### config.mk
export PLATFORM = sky130hd
export DESIGN_NAME = cs_bank_decoder
export DESIGN_NICKNAME = d
export VERILOG_FILES = /design/src/rtl/cs_dec_pkg.sv /design/src/rtl/cs_bank_regs.sv /design/src/rtl/cs_bank_match.sv /design/src/rtl/cs_prio_sel.sv /design/src/rtl/cs_bank_decoder.sv
export SDC_FILE = /design/constraint.sdc
export NUM_CORES = 1
export LEC_CHECK = 0
export BUFFER_PORTS_ARGS = -buffer_cell sky130_fd_sc_hd__buf_2
export CELL_PAD_IN_SITES_DETAIL_PLACEMENT = 0
export CELL_PAD_IN_SITES_GLOBAL_PLACEMENT = 1
export CORE_ASPECT_RATIO = 0.6
export CORE_MARGIN = 2
export CORE_UTILIZATION = 41
export DETAILED_ROUTE_END_ITERATION = 8
export PLACE_DENSITY_LB_ADDON = 0.08
export SYNTH_ARGS = -nofsm -noshare
export SYNTH_HDL_FRONTEND = slang
export SYNTH_SLANG_ARGS = --single-unit
export TNS_END_PERCENT = 30
### constraint.sdc
create_clock -name clk -period 2.95 [get_ports clk]
set_input_delay 0.4425 -clock clk [delete_from_list [all_inputs] [get_ports clk]]
set_output_delay 0.4425 -clock clk [all_outputs]
set_load 0.05 [all_outputs]
### src/rtl/cs_dec_pkg.sv
package cs_dec_pkg;
  localparam int MASK_W = 17;
  localparam int AT_W   = 3;
  localparam int PS_W   = 2;
  localparam int MS_W   = 2;
  localparam int WORD_W = 32;

  typedef struct packed {
    logic [MASK_W-1:0] addr;
    logic [AT_W-1:0]   at;
    logic [PS_W-1:0]   ps;
    logic [MS_W-1:0]   ms;
    logic              wp;
    logic              valid;
  } bank_base_t;

  typedef struct packed {
    logic [MASK_W-1:0] amask;
    logic [AT_W-1:0]   atmask;
  } bank_opt_t;

  function automatic bank_base_t unpack_base(input logic [WORD_W-1:0] w);
    bank_base_t b;
    b.addr  = w[WORD_W-1 -: MASK_W];
    b.at    = w[14:12];
    b.ps    = w[11:10];
    b.ms    = w[9:8];
    b.wp    = w[1];
    b.valid = w[0];
    return b;
  endfunction

  function automatic bank_opt_t unpack_opt(input logic [WORD_W-1:0] w);
    bank_opt_t o;
    o.amask  = w[WORD_W-1 -: MASK_W];
    o.atmask = w[14:12];
    return o;
  endfunction
endpackage

### src/rtl/cs_bank_regs.sv
module cs_bank_regs
  import cs_dec_pkg::*;
#(
  parameter int NUM_BANKS = 8,
  parameter logic [MASK_W-1:0] BOOT_BASE = '0,
  parameter logic [PS_W-1:0]   BOOT_PS   = 2'b01,
  localparam int IDX_W = $clog2(NUM_BANKS)
) (
  input  logic              clk,
  input  logic              rst,
  input  logic              wr_en,
  input  logic [IDX_W-1:0]  wr_bank,
  input  logic              wr_opt,
  input  logic [WORD_W-1:0] wr_data,
  output bank_base_t        base_q [NUM_BANKS],
  output bank_opt_t         opt_q  [NUM_BANKS]
);
  bank_base_t new_base;
  bank_opt_t  new_opt;

  always_comb begin
    new_base = unpack_base(wr_data);
    new_opt  = unpack_opt(wr_data);
  end

  for (genvar g = 0; g < NUM_BANKS; g++) begin : g_bank
    bank_base_t base_r;
    bank_opt_t  opt_r;
    logic       opt_seen;
    logic       hit_base, hit_opt;

    assign hit_base = wr_en && (wr_bank == IDX_W'(g)) && !wr_opt;
    assign hit_opt  = wr_en && (wr_bank == IDX_W'(g)) &&  wr_opt;

    if (g == 0) begin : g_boot
      always_ff @(posedge clk) begin
        if (rst) begin
          base_r       <= '0;
          base_r.addr  <= BOOT_BASE;
          base_r.ps    <= BOOT_PS;
          base_r.valid <= 1'b1;
          opt_r        <= '0;
          opt_seen     <= 1'b0;
        end else begin
          if (hit_base) base_r <= new_base;
          if (hit_opt) begin
            opt_r    <= new_opt;
            opt_seen <= 1'b1;
          end
        end
      end
    end else begin : g_std
      always_ff @(posedge clk) begin
        if (rst) begin
          base_r   <= '0;
          opt_r    <= '0;
          opt_seen <= 1'b0;
        end else begin
          if (hit_base) begin
            base_r       <= new_base;
            base_r.valid <= new_base.valid && opt_seen;
          end
          if (hit_opt) begin
            opt_r    <= new_opt;
            opt_seen <= 1'b1;
          end
        end
      end
    end

    assign base_q[g] = base_r;
    assign opt_q[g]  = opt_r;
  end
endmodule

### src/rtl/cs_bank_match.sv
module cs_bank_match
  import cs_dec_pkg::*;
(
  input  bank_base_t        base,
  input  bank_opt_t         opt,
  input  logic [MASK_W-1:0] acc_hi,
  input  logic [AT_W-1:0]   acc_at,
  output logic              hit
);
  logic addr_ok, at_ok;

  always_comb begin
    addr_ok = ((acc_hi & opt.amask) == (base.addr & opt.amask));
    at_ok   = (((acc_at ^ base.at) & opt.atmask) == '0);
    hit     = base.valid && addr_ok && at_ok;
  end
endmodule

### src/rtl/cs_prio_sel.sv
module cs_prio_sel
  import cs_dec_pkg::*;
#(
  parameter int NUM_BANKS = 8,
  localparam int IDX_W = $clog2(NUM_BANKS)
) (
  input  logic [NUM_BANKS-1:0] hits,
  input  bank_base_t           bases [NUM_BANKS],
  output logic                 found,
  output logic [IDX_W-1:0]     idx,
  output logic [NUM_BANKS-1:0] onehot,
  output logic [PS_W-1:0]      ps,
  output logic [MS_W-1:0]      ms,
  output logic                 wp
);
  always_comb begin
    idx = '0;
    for (int i = NUM_BANKS - 1; i >= 0; i--) begin
      if (hits[i]) idx = IDX_W'(i);
    end
    found  = |hits;
    onehot = found ? (NUM_BANKS'(1) << idx) : '0;
    ps     = bases[idx].ps;
    ms     = bases[idx].ms;
    wp     = bases[idx].wp;
  end
endmodule

### src/rtl/cs_bank_decoder.sv
module cs_bank_decoder
  import cs_dec_pkg::*;
#(
  parameter int NUM_BANKS = 8,
  parameter int ADDR_W    = 32,
  parameter logic [MASK_W-1:0] BOOT_BASE = '0,
  parameter logic [PS_W-1:0]   BOOT_PS   = 2'b01,
  parameter logic [AT_W-1:0]   EXT_AT    = 3'b100,
  localparam int IDX_W  = $clog2(NUM_BANKS),
  localparam int RADR_W = IDX_W + 2
) (
  input  logic                 clk,
  input  logic                 rst,
  input  logic                 reg_we,
  input  logic [RADR_W-1:0]    reg_addr,
  input  logic [WORD_W-1:0]    reg_wdata,
  input  logic                 req_valid,
  input  logic [ADDR_W-1:0]    req_addr,
  input  logic [AT_W-1:0]      req_at,
  input  logic                 req_write,
  input  logic                 req_ext,
  output logic                 rsp_valid,
  output logic [NUM_BANKS-1:0] cs_onehot,
  output logic [IDX_W-1:0]     sel_bank,
  output logic [PS_W-1:0]      sel_ps,
  output logic [MS_W-1:0]      sel_ms,
  output logic                 no_match,
  output logic                 wp_viol,
  output logic                 wp_status
);
  bank_base_t base_q [NUM_BANKS];
  bank_opt_t  opt_q  [NUM_BANKS];

  logic status_sel, bank_we, clr_req;
  assign status_sel = reg_addr[RADR_W-1];
  assign bank_we    = reg_we && !status_sel;
  assign clr_req    = reg_we && status_sel && reg_wdata[0];

  cs_bank_regs #(
    .NUM_BANKS (NUM_BANKS),
    .BOOT_BASE (BOOT_BASE),
    .BOOT_PS   (BOOT_PS)
  ) u_regs (
    .clk     (clk),
    .rst     (rst),
    .wr_en   (bank_we),
    .wr_bank (reg_addr[IDX_W:1]),
    .wr_opt  (reg_addr[0]),
    .wr_data (reg_wdata),
    .base_q  (base_q),
    .opt_q   (opt_q)
  );

  logic [AT_W-1:0]      eff_at;
  logic [NUM_BANKS-1:0] hits;
  assign eff_at = req_ext ? EXT_AT : req_at;

  for (genvar g = 0; g < NUM_BANKS; g++) begin : g_cmp
    cs_bank_match u_match (
      .base   (base_q[g]),
      .opt    (opt_q[g]),
      .acc_hi (req_addr[ADDR_W-1 -: MASK_W]),
      .acc_at (eff_at),
      .hit    (hits[g])
    );
  end

  logic                 win_found, win_wp;
  logic [IDX_W-1:0]     win_idx;
  logic [NUM_BANKS-1:0] win_oh;
  logic [PS_W-1:0]      win_ps;
  logic [MS_W-1:0]      win_ms;

  cs_prio_sel #(.NUM_BANKS(NUM_BANKS)) u_prio (
    .hits   (hits),
    .bases  (base_q),
    .found  (win_found),
    .idx    (win_idx),
    .onehot (win_oh),
    .ps     (win_ps),
    .ms     (win_ms),
    .wp     (win_wp)
  );

  logic served, viol_now;
  assign served   = req_valid && win_found;
  assign viol_now = served && req_write && win_wp;

  always_ff @(posedge clk) begin
    if (rst) begin
      rsp_valid <= 1'b0;
      cs_onehot <= '0;
      sel_bank  <= '0;
      sel_ps    <= '0;
      sel_ms    <= '0;
      no_match  <= 1'b0;
      wp_viol   <= 1'b0;
      wp_status <= 1'b0;
    end else begin
      rsp_valid <= req_valid;
      cs_onehot <= (served && !viol_now) ? win_oh : '0;
      sel_bank  <= served ? win_idx : '0;
      sel_ps    <= served ? win_ps : '0;
      sel_ms    <= served ? win_ms : '0;
      no_match  <= req_valid && !win_found;
      wp_viol   <= viol_now;
      wp_status <= (wp_status && !clr_req) || viol_now;
    end
  end
endmodule

==> results_dict.tcl, run 1 <==
set metrics [dict create \
    max_freq_mhz 323.2 \
    slew_violations 0 \
    yosysWarnings 0 \
    ys_seq_area_share_pct 47.53 \
    num-fill-cells 3944 \
    first_pass_iters 7 \
    cts_tree "done" \
    die_area_mm2 0.04215 \
    overflow 0 \
    cp.arrival_ns 3.49 \
    yosysUniqueCellTypes 44 \
    worst_slack_ns -0.1441 \
    status "finished with violations" \
    vias_per_cell 5.336 \
    synth-edff-count 0 \
    syn_nets 2207 \
    postCtsHoldBufs 0 \
    start_util_pct 41.33 \
    tightest_slew_ns 1.063 \
    clkSlewWorstSetupHoldPaths_ns 0.06 \
    final_cell_mix "nand2_1, dfxtp_1, a21oi_1, xor2_1, buf_4" \
    ir_drop_mv 0.3744 \
    dieHeight_um 159.8 \
    numPortBuffers 75 \
    multiInputGateArea_mm2 0.008145 \
    final_nets 2271 \
    worst_path_max_delay_cell "or4_4" \
    critPathTopFamily "compound AO/OA/AOI/OAI gates" \
    p_leak_nw 7.039 \
    worst-path-buf-inv 4 \
    finalCriticalPeriod_ns 3.094 \
    critPathMaxStageDelay_ns 0.49 \
    syn_area_mm2 0.01659 \
    hpwlAfterDp_um 38300 \
    grt_start_max_net_pins 180 \
    cts-root-buf "clkbuf_16" \
    gp_congestion 0.8401 \
    min_period_over_period_pct 104.9 \
    drive_above_1_share_pct 14.25 \
    routed_wl_um 57240 \
    hold_viol 0 \
    die_w_um 263.7 \
    async_reset_ff_share_pct 0 \
    core_mm2 0.04015 \
    tns_ns -1.332 \
    regArea_mm2 0.007893 \
    drv_cap 0 \
    path_max_fanout 8 \
    worstSetupPathType "reg -> reg" \
    regToRegSetupSlack_ns -0.14 \
    drtIter0Drc 1386 \
    first_global_vias 13390 \
    cts_buffers 40 \
    ant_nets 0 \
    syn_area_per_cell_um2 7.794 \
    pre_cts_ws_ns -0.5030 \
    clk_path_buf_depth 3 \
    ys_seq_elements 394 \
    whs_path_depth 3 \
    r2r_cells 13 \
    clock_sinks 394 \
    worstPathCellList "xor2_1 > a22oi_1 > buf_4 > nand4_1 > buf_6 > or4_4 > a211o_1 > a21oi_4 > buf_12 > buf_12 > mux2i_4 > mux2_4 > o22ai_2" \
    num_rows 57 \
    grt_usage_pct 26.76 \
    insertion_delay_ns 0.55 \
    slew_headroom_pct 29.14 \
    min_path_type "in -> reg" \
    vias 14670 \
    io_pins 97 \
    antenna_found_initial 0 \
    grt_first_pass_wirelength_um 85760 \
    end_kind "flip-flop" \
    dominantRegCellSynth "dfxtp_1" \
    h-tree-depth 2 \
    setup_viol 14 \
    cp.depth 13 \
    p_per_area_mw_per_mm2 582.2 \
    cp_common_cell "buf_12" \
    critPathRequiredTime_ns 3.35 \
    netlist_instances 2129 \
    crit_path_start_kind "flip-flop" \
    mostFrequentLayoutCell "nand2_1" \
    area_delta_synth_final_pct 17.98 \
    wl_per_cell_um 20.82 \
    drc 0 \
    rsz0062_at_grt "true" \
    failed_checks "setup timing" \
    n_antenna_cell 0 \
    skew_ns 0.01574 \
]
## synthesized netlist by cell type, types with 2 or more instances
master,instances,share of area (%)
a221oi_1,2,0.11
o21ai_1,2,0.060
or2_2,3,0.11
a311oi_1,4,0.21
a22oi_1,80,3.6
mux2_2,10,0.68
nand3_1,13,0.39
nor2_1,27,0.61
o211ai_1,6,0.27
inv_1,11,0.25
buf_1,4,0.090
dfxtp_1,394,48
a211oi_1,4,0.18
and2_1,2,0.075
and3_1,3,0.11
nand2_1,752,17
nand2b_1,7,0.26
xor2_1,142,7.5
a221o_1,4,0.24
buf_4,5,0.23
nand4_1,20,0.75
a22o_1,8,0.42
buf_2,2,0.060
nor4b_1,3,0.16
nor4_1,11,0.41
clkbuf_1,171,3.9
or4_1,2,0.090
nand3b_1,3,0.14
o22ai_1,4,0.15
a211o_1,3,0.16
a21oi_1,366,11
xnor2_1,18,0.95
buf_6,2,0.14
nor2b_1,7,0.26
mux2i_1,19,1.1
nor3_1,7,0.21
## registers in the layout, summed over array words and instances (netlist names)
| register | cells |
|---|---|
| sel_ps | 2 |
| u_regs.opt_q | 160 |
| u_regs.g_bank.opt_seen | 7 |
| rsp_valid | 1 |
| wp_viol | 1 |
| sel_ms | 2 |
| wp_status | 1 |
| u_regs.base_q | 208 |
| no_match | 1 |
| cs_onehot | 8 |
| sel_bank | 3 |
## cells by family after synthesis
kind of cell,synth area share (%)
buffers and inverters,4.720
flip-flops,47.53
multiplexers,1.825
AND/OR/NAND/NOR,20.71
AO/OA/AOI/OAI,16.76
XOR/XNOR,8.445
## power by group
part	total [mW]	switching (mW)	internal (mW)
clock	5.29	2.17	3.12
combinational	0.720	0.513	0.208
sequential	5.38	0.0243	5.36
## what timing repair did
action | 4_1_cts | 5_1_grt
pin swaps | 7 | 11
buffers inserted | 1 | 2
setup endpoints to repair | 14 | 14
gates cloned | 1 | 0
resized for setup | 15 | 20
## final timing paths
| check | from | to |
|---|---|---|
| setup reg to reg | u_regs.base_q[11] | sel_ps[1] |
| hold reg to reg | u_regs.opt_q[87] | u_regs.opt_q[87] |
| hold / removal | reg_wdata[9] | u_regs.base_q[55] |
| setup / recovery | u_regs.base_q[11] | sel_ps[1] |
## worst register-to-register path: cells and delay by family (launching register included)
| kind | cells | cell delay, ns |
|---|---|---|
| multiplexers | 2 | 0.40 |
| AO/OA/AOI/OAI | 4 | 0.84 |
| XOR/XNOR | 1 | 0.15 |
| flip-flops | 1 | 0.32 |
| AND/OR/NAND/NOR | 2 | 0.60 |
| buffers and inverters | 4 | 0.64 |
## area by class of cell
| type | count | share of cell area (%) |
|---|---|---|
| Multi-Input combinational cell | 1539 | 41.61 |
| Sequential cell | 394 | 40.31 |
| Timing Repair Buffer | 207 | 7.663 |
| Clock buffer | 59 | 6.046 |
| Tap cell | 531 | 3.394 |
| Clock inverter | 8 | 0.7669 |
| Inverter | 11 | 0.2109 |
## layer usage
layer,wire (um),GRT usage (%),vias up
li1,-,-,7130
met1,28760,42.11,7014
met2,23350,37.62,477
met3,4475,5.120,47
met4,652,4.675,0
met5,0,0,-
## stage by stage
stage	cells	area [um2]	util [%]	hold WS, ns	power [mW]
floorplan	2129	16630	-	0.4319	5.893
global placement	2678	18020	44.87	0.4410	6.207
detailed placement	2678	18020	44.87	0.4461	6.210
CTS	2747	19460	48.47	0.1945	11.49
global route	2749	19580	48.76	0.2193	11.76
finish	2749	19580	48.76	0.2253	11.40
No activity file was read; power rests on OpenSTA's default activity.
==> run 2, diff against run 1 <==
Settings changed: CORE_UTILIZATION 41 to 40, SYNTH_HIERARCHICAL from default to 1.
==> run 2 against run 1 <==
The run still ends with setup timing left. Synthesized cell count down 10%. Worst hold slack got worse by 0.053 ns. Total power rose by 1.3%.
==> results_dict.tcl, run 2 <==
set metrics [dict create \
    antenna_found_initial 9 \
    min_path_type "in -> reg" \
    dominantRegCellSynth "dfxtp_1" \
    switching_share_pct 24.36 \
    p_sw_mw 2.812 \
    die_area_mm2 0.04637 \
    slew_headroom_pct 47.64 \
    h-tree-depth 2 \
    start_util_pct 40.83 \
    critPathMaxStageDelay_ns 0.62 \
    yosys.area.top_type "dfxtp_1" \
    ir_drop_mv 0.3386 \
    path_max_fanout 5 \
    critPathTopFamily "compound AO/OA/AOI/OAI gates" \
    yosysWarnings 6 \
    first_pass_iters 5 \
    cts_buffers 40 \
    grt_first_pass_wirelength_um 93970 \
    postCtsHoldBufs 0 \
    min_period_over_period_pct 113.1 \
    yosysUniqueCellTypes 60 \
    tns_ns -4.603 \
    grt_usage_pct 26.76 \
    comb_power_share_pct 7.4 \
    clkSlewWorstSetupHoldPaths_ns 0.07 \
    routed_wl_um 63000 \
    final_util_pct 48.45 \
    worst_slack_ns -0.3861 \
    drive_above_1_share_pct 17.68 \
    hold_viol 0 \
    first_global_vias 14160 \
    seq_power_share_pct 46.6 \
    setup_viol 14 \
    synth-edff-count 0 \
    async_reset_ff_share_pct 0 \
    worst-path-buf-inv 4 \
    num_rows 59 \
    netlist_instances 1907 \
    die_w_um 276.7 \
    yosys.area.top_type_share_pct 44.20 \
    core_mm2 0.04370 \
    ant_nets 0 \
    worstSetupPathType "reg -> reg" \
    drc 0 \
    ys_seq_area_share_pct 44.20 \
    cts_tree "done" \
    syn_nets 1985 \
    vias 14660 \
    worst_path_max_delay_cell "a222oi_1" \
    cp_common_cell "buf_4" \
    hpwlAfterDp_um 41440 \
    p_clk_share_pct 45.9 \
    final_nets 2098 \
    max_freq_mhz 299.8 \
    io_pins 97 \
    clock_sinks 394 \
    intPower_mw 8.730 \
    yosysMostFrequentCell "dfxtp_1" \
    dieHeight_um 167.6 \
    vias_per_cell 5.574 \
    clk_path_buf_depth 3 \
    skew_ns 0.01817 \
    final_cell_mix "dfxtp_1, nand2b_1, mux2i_1, a21oi_1, xor2_1" \
    gp_congestion 0.8644 \
    area_delta_synth_final_pct 18.64 \
    mostFrequentLayoutCell "dfxtp_1" \
    end_kind "flip-flop" \
    overflow 0 \
    status "finished with violations" \
    p_leak_nw 9.181 \
    finalCriticalPeriod_ns 3.336 \
    crit_path_start_kind "flip-flop" \
    insertion_delay_ns 0.55 \
    cp.arrival_ns 3.77 \
    drv_cap 0 \
    rsz0062_at_grt "true" \
    numPortBuffers 75 \
    worstPathCellList "xor2_1 > a222oi_1 > buf_4 > nand3_4 > nor4_4 > buf_4 > nor4_1 > nand2b_1 > inv_2 > a221oi_2 > nand2_1 > o221a_2 > and2_4 > buf_6 > a32o_1" \
    critPathRequiredTime_ns 3.38 \
    drtIter0Drc 1449 \
    p_per_area_mw_per_mm2 545.2 \
    wl_per_cell_um 23.95 \
    syn_area_mm2 0.01784 \
    tightest_slew_ns 0.7854 \
    slew_violations 0 \
    ys_seq_elements 394 \
    yosys-top-cells-count "dfxtp_1, nand2b_1, mux2i_1" \
    grt_start_max_net_pins 79 \
    failed_checks "setup timing" \
    synth_area_leaders "dfxtp_1, mux2i_1, nand2b_1" \
    cts-root-buf "clkbuf_16" \
    syn_area_per_cell_um2 9.357 \
    largest_reg_flops 208 \
]
run 2: cell count changes after synthesis, sizes merged, moves of 39 or more:
cell and change:
a21oi -199, buf +39, clkbuf -61, mux2i +191
nand2 -708, nand2b +231, nand3 +151, o21ai +153
run 2: final timing paths:
check                               to  cells past startpoint                       from  slack, ns
max                          wp_status                     15         u_regs/base_q[207]      -0.39
min                          rsp_valid                      2                  req_valid       0.17
max reg2reg                  wp_status                     15         u_regs/base_q[207]      -0.39
min reg2reg  u_regs/g_bank[7].opt_seen                      2  u_regs/g_bank[7].opt_seen       0.45
run 2: final cells by class:
| cell class | instances | area, um2 |
|---|---|---|
| diodes | 3 | 7.507 |
| flip-flops and latches | 394 | 7889 |
| clock buffers | 61 | 1171 |
| inverters | 11 | 41.29 |
| multi-input cells | 1339 | 9489 |
| clock inverters | 9 | 147.6 |
| repair buffers | 234 | 1702 |
| fillers | 4141 | 22530 |
| well taps | 579 | 724.4 |
run 2: per-layer routing:
layer	up-vias	track usage, %	share of wire (%)
met4	2	5.506	1.7
met1	7257	42.28	51
li1	6880	-	-
met5	-	0	0.021
met3	76	4.967	6.8
met2	444	37.05	40
run 2: through the flow:
stage	total power [mW]	hold WS [ns]	worst slack [ns]	instances	instance area (um2)
finish	11.54	0.1727	-0.3861	2630	21170
floorplan	5.936	0.4256	-0.2073	1907	17940
global placement	6.334	0.4344	-1.026	2550	19630
global route	11.93	0.1754	-0.4731	2628	21170
detailed placement	6.335	0.4384	-1.027	2550	19630
CTS	11.63	0.1570	-0.3334	2626	21120
run 2: power by group through the flow:
stage | Combinational, mW | Sequential, mW | Clock (mW)
floorplan | 0.429 | 5.51 | 0
global placement | 0.831 | 5.50 | 0
detailed placement | 0.832 | 5.50 | 0
CTS | 0.848 | 5.38 | 5.40
global route | 0.907 | 5.38 | 5.64
finish | 0.857 | 5.38 | 5.30
run 2: repair_timing:
item                       CTS  global route
gates cloned                 1             0
pin swaps                   14             5
resized for setup           29             8
setup buffers                5             1
setup endpoints to repair   15            14
run 2: cell families after synthesis:
family	count (synthesis)	synth area share (%)
simple gates	538	17.92
compound gates	429	13.93
flops	394	44.20
mux	212	11.91
buf+inv	174	4.186
xor+xnor	160	7.853
run 2: worst register-to-register path, delay by kind of cell, from the launching register on:
| kind | cells | cell delay, ns |
|---|---|---|
| AO/OA/AOI/OAI | 4 | 1.30 |
| AND/OR/NAND/NOR | 6 | 0.83 |
| buffers and inverters | 4 | 0.62 |
| flip-flops | 1 | 0.33 |
| XOR/XNOR | 1 | 0.14 |
